[config.mk]
export PLATFORM = sky130hd
export DESIGN_NAME = tap_ctrl
export DESIGN_NICKNAME = d
export VERILOG_FILES = /design/src/rtl/tap_ctrl.sv
export SDC_FILE = /design/constraint.sdc
export NUM_CORES = 1
export LEC_CHECK = 0
export BUFFER_PORTS_ARGS = -buffer_cell sky130_fd_sc_hd__buf_2
export CAP_MARGIN = 0
export CORE_ASPECT_RATIO = 0.8
export CORE_MARGIN = 3
export CORE_UTILIZATION = 25
export CTS_CLUSTER_SIZE = 30
export DETAILED_ROUTE_END_ITERATION = 8
export MAX_ROUTING_LAYER = met4
export PLACE_DENSITY = 0.4
export SETUP_SLACK_MARGIN = 0.05
export SYNTH_ARGS = -nofsm -noshare
export SYNTH_HDL_FRONTEND = slang
export SYNTH_SLANG_ARGS = --single-unit
export TNS_END_PERCENT = 20
[constraint.sdc]
create_clock -name tck -period 2.09 [get_ports tck]
set_input_delay 0.3135 -clock tck [delete_from_list [all_inputs] [get_ports tck]]
set_output_delay 0.3135 -clock tck [all_outputs]
set_load 0.005 [all_outputs]
[src/rtl/tap_ctrl.sv]
module tap_ctrl #(
  parameter int          BSR_LEN   = 8,
  parameter logic [2:0]  ID_REV    = 3'b000,
  parameter logic [4:0]  ID_DEPTH  = 5'b01011,
  parameter logic [5:0]  ID_ARCH   = 6'b001001,
  parameter logic [5:0]  ID_WIDTH  = 6'b100100,
  parameter logic [10:0] ID_MFR    = 11'b00000110100,
  parameter logic [2:0]  OP_IDCODE = 3'b001,
  parameter logic [2:0]  OP_SAMPLE = 3'b010
) (
  input  logic               tck,
  input  logic               por_n,
  input  logic               tms,
  input  logic               tdi,
  input  logic [BSR_LEN-1:0] pin_in,
  output logic               tdo,
  output logic               tdo_oe
);

  localparam logic [31:0] ID_WORD  = {ID_REV, ID_DEPTH, ID_ARCH, ID_WIDTH, ID_MFR, 1'b1};
  localparam logic [2:0]  IR_CAPT  = 3'b001;

  typedef enum logic [3:0] {
    TLR = 4'd0, RTI = 4'd1, SELDR = 4'd2, CAPDR = 4'd3, SHDR = 4'd4,
    EX1DR = 4'd5, PSDR = 4'd6, EX2DR = 4'd7, UPDR = 4'd8, SELIR = 4'd9,
    CAPIR = 4'd10, SHIR = 4'd11, EX1IR = 4'd12, PSIR = 4'd13, EX2IR = 4'd14,
    UPIR = 4'd15
  } tap_st_e;

  tap_st_e state, nxt;
  logic [2:0]         ir, ir_sh;
  logic               byp;
  logic [31:0]        id_sh;
  logic [BSR_LEN-1:0] bsr;

  wire sel_id = (ir == OP_IDCODE);
  wire sel_bs = (ir == OP_SAMPLE);
  wire dr_bit = sel_id ? id_sh[0] : sel_bs ? bsr[0] : byp;

  always_comb begin
    unique case (state)
      TLR:   nxt = tms ? TLR   : RTI;
      RTI:   nxt = tms ? SELDR : RTI;
      SELDR: nxt = tms ? SELIR : CAPDR;
      CAPDR: nxt = tms ? EX1DR : SHDR;
      SHDR:  nxt = tms ? EX1DR : SHDR;
      EX1DR: nxt = tms ? UPDR  : PSDR;
      PSDR:  nxt = tms ? EX2DR : PSDR;
      EX2DR: nxt = tms ? UPDR  : SHDR;
      UPDR:  nxt = tms ? SELDR : RTI;
      SELIR: nxt = tms ? TLR   : CAPIR;
      CAPIR: nxt = tms ? EX1IR : SHIR;
      SHIR:  nxt = tms ? EX1IR : SHIR;
      EX1IR: nxt = tms ? UPIR  : PSIR;
      PSIR:  nxt = tms ? EX2IR : PSIR;
      EX2IR: nxt = tms ? UPIR  : SHIR;
      UPIR:  nxt = tms ? SELDR : RTI;
      default: nxt = TLR;
    endcase
  end

  always_ff @(posedge tck or negedge por_n) begin
    if (!por_n) state <= TLR;
    else        state <= nxt;
  end

  always_ff @(posedge tck or negedge por_n) begin
    if (!por_n) begin
      ir    <= OP_IDCODE;
      ir_sh <= IR_CAPT;
    end else begin
      case (state)
        TLR:   ir    <= OP_IDCODE;
        CAPIR: ir_sh <= IR_CAPT;
        SHIR:  ir_sh <= {tdi, ir_sh[2:1]};
        UPIR:  ir    <= ir_sh;
        default: ;
      endcase
    end
  end

  always_ff @(posedge tck or negedge por_n) begin
    if (!por_n) begin
      byp   <= 1'b0;
      id_sh <= ID_WORD;
      bsr   <= '0;
    end else if (state == CAPDR) begin
      if (sel_id)      id_sh <= ID_WORD;
      else if (sel_bs) bsr   <= pin_in;
      else             byp   <= 1'b0;
    end else if (state == SHDR) begin
      if (sel_id)      id_sh <= {tdi, id_sh[31:1]};
      else if (sel_bs) bsr   <= {tdi, bsr[BSR_LEN-1:1]};
      else             byp   <= tdi;
    end
  end

  always_ff @(negedge tck or negedge por_n) begin
    if (!por_n) begin
      tdo    <= 1'b0;
      tdo_oe <= 1'b0;
    end else begin
      tdo_oe <= (state == SHDR) || (state == SHIR);
      if (state == SHIR)      tdo <= ir_sh[0];
      else if (state == SHDR) tdo <= dr_bit;
    end
  end

endmodule

==> results.yml <==
synthesis:
  postSynthAreaPerCell_um2: 11.3
  yosys_register_bits: 53
  synthFlopType: "dfrtp_1"
  synth_seq_area_share_pct: 49.9
  syn_nets: 251
  synth_edf_count: 0
  async_flop_share_pct: 100
  synth_cell_types: 46
  yosysWarningCount: 0
  syn_inst: 239
  syn_area_um2: 2690
clock_network:
  cts_buffer_depth: 2
  htree_levels: 2
  clkSinkCount: 53
  cts_tree: "done"
  cts-root-buf: "clkbuf_16"
  postCtsHoldBufs: 0
  clk_latency_ns: 0.31
  cts_buffers: 5
  cts.clk_slew.worst_paths_ns: 0.07
sta:
  report.final.slew_viol_count: 0
  fin_ws_ns: -0.274
  fin_skew_ns: 0.0212
  maxSlewHeadroom_pct: 70.1
  rsz0062_at_grt: "yes"
  setup_viol: 4
  whs_ns: 0.114
  worst_pin_slew_ns: 0.449
  setup_tns_ns: -0.499
  hold_viol: 0
setup_path:
  r2r-start: "ir[0]$_DFFE_PN1P_"
  crit_required_ns: 1.19
  crit_type: "reg2reg"
  critPathMaxFanout: 3
  r2r_cells: 3
  cp-end-kind: "flip-flop"
  worst_r2r_endpoint: "tdo$_DFFE_NN0P_"
  r2r_slack_ns: -0.27
  crit_arrival_ns: 1.47
  cp-start-kind: "flip-flop"
die:
  rows: 33
  die_h_um: 98.8
  start_util_pct: 26.0
  die_area_um2: 12100
  ios: 14
  core_area_um2: 10400
  die_x_um: 122
run:
  drv_cap: 0
final_layout:
  drive_gt1_share_pct: 43.2
  post-route-util_pct: 33.1
  nNetsFinal: 296
  area_growth_syn_to_layout_pct: 27.6
  antenna_cells: 0
  final_common_cell: "dfrtp_1"
  mostFrequentLayoutCells: "38 x dfrtp_1, 31 x buf_4, 30 x nand2_1"
grt:
  met3_usage_pct: 3.21
  use_met2_pct: 13.0
  grt_pass1_wl_um: 9230
  grt_max_degree: 36
  use_met1_pct: 14.9
  globalRouteTotalUtil_pct: 9.97
  antenna_found_initial: 0
  overflow: 0
  grt_pass1_vias: 1812
  top_usage_layer: "met1"
placement:
  place_hpwl_um: 3610
  portBuffers: 13
  dp_slack_ns: -0.304
  routabilityCongestion: 0.779
detailed_routing:
  detail-route-antenna-nets: 0
  drt_iter0_drc: 90
  drtPass1Iterations: 4
  vias: 1810
  wl_um: 5370
  drc: 0
  via_per_inst: 4.26
  wl_per_cell_um: 12.6
hold_path:
  hold_class: "in2async"
pwr:
  vdd_drop_max_mv: 0.432
  leakagePower_nw: 1.57
  power.density_nw_per_um2: 1520
  power_w: 0.00523
status:
  status: "complete, but fails checks"
  violations: "setup timing"
==> cell type report <==
cell class | count | area (µm²)
timing repair buffer | 57 | 488
inverter | 19 | 71.3
sequential | 53 | 1340
fill | 1053 | 6930
clock inverter | 1 | 5.00
multi-input combinational | 148 | 1200
clock buffer | 7 | 153
tap | 140 | 175
==> synthesized netlist by cell type (all sizes together), types with 3 or more instances <==
master / instances / area share (%)
nand3: 3 / 0.56
inv: 19 / 2.6
dfrtp: 38 / 35
mux2: 30 / 14
o22ai: 4 / 0.93
dfstp: 13 / 13
a21oi: 8 / 2.3
o21ba: 5 / 1.9
mux2i: 15 / 5.6
buf: 8 / 3.3
o21ai: 6 / 1.1
nand2: 30 / 4.2
clkbuf: 11 / 1.5
or3b: 3 / 0.98
nor2: 11 / 1.5
nor4: 4 / 0.93
==> worst max path at each step <==
stage	startpoint	end	slack [ns]	cells past startpoint
2_1_floorplan	ir[0]$_DFFE_PN1P_	tdo$_DFFE_NN0P_	-0.40	4
3_3_place_gp	ir[0]$_DFFE_PN1P_	tdo$_DFFE_NN0P_	-0.28	3
3_5_place_dp	ir[0]$_DFFE_PN1P_	tdo$_DFFE_NN0P_	-0.30	3
4_1_cts	ir[0]$_DFFE_PN1P_	tdo$_DFFE_NN0P_	-0.28	3
5_1_grt	ir[0]$_DFFE_PN1P_	tdo$_DFFE_NN0P_	-0.34	3
6_report	ir[0]$_DFFE_PN1P_	tdo$_DFFE_NN0P_	-0.27	3
==> flip-flops by register name (all words and copies together), names as in the netlist <==
signal,flops
ir,3
byp,1
ir_sh,3
tdo_oe,1
state,4
id_sh,32
bsr,8
tdo,1
==> power breakdown <==
part | total (W) | internal (W) | switching [W]
clock | 0.000876 | 0.000508 | 0.000368
sequential | 0.00173 | 0.00151 | 0.000216
combinational | 0.00263 | 0.00148 | 0.00115
total | 0.00523 | 0.00350 | 0.00173
==> worst max-delay path, cell delays in order (launching register included) <==
cell and delay [ns]:
dfstp_2 0.53, or3b_4 0.39, o221ai_2 0.17, o32ai_1 0.09
==> layer usage <==
| layer | share of wire (%) | routed length, µm |
|---|---|---|
| met3 | 4.0 | 217 |
| met1 | 57 | 3040 |
| met2 | 38 | 2060 |
| met4 | 0.89 | 48 |
| met5 | 0 | 0 |
==> metrics by stage <==
step,area (µm²),cells
after detailed placement,3110,406
final,3430,425
after floorplan,2710,239
after global placement,3110,406
after global routing,3430,425
after CTS,3300,416
==> kinds of logic after synthesis <==
family          after synthesis  synth area share (%)
simple gates                 67                  12.7
flops                        53                  49.9
xor+xnor                      2                 0.651
compound gates               34                  9.67
buf+inv                      38                  7.44
mux                          45                  19.7
==> what timing repair did <==
action,4_1_cts,5_1_grt
resized for setup,6,11
setup endpoints to repair,19,30
setup buffers,2,8
pin swaps,1,1
gates cloned,0,1
(Power assumes the default switching activity.)
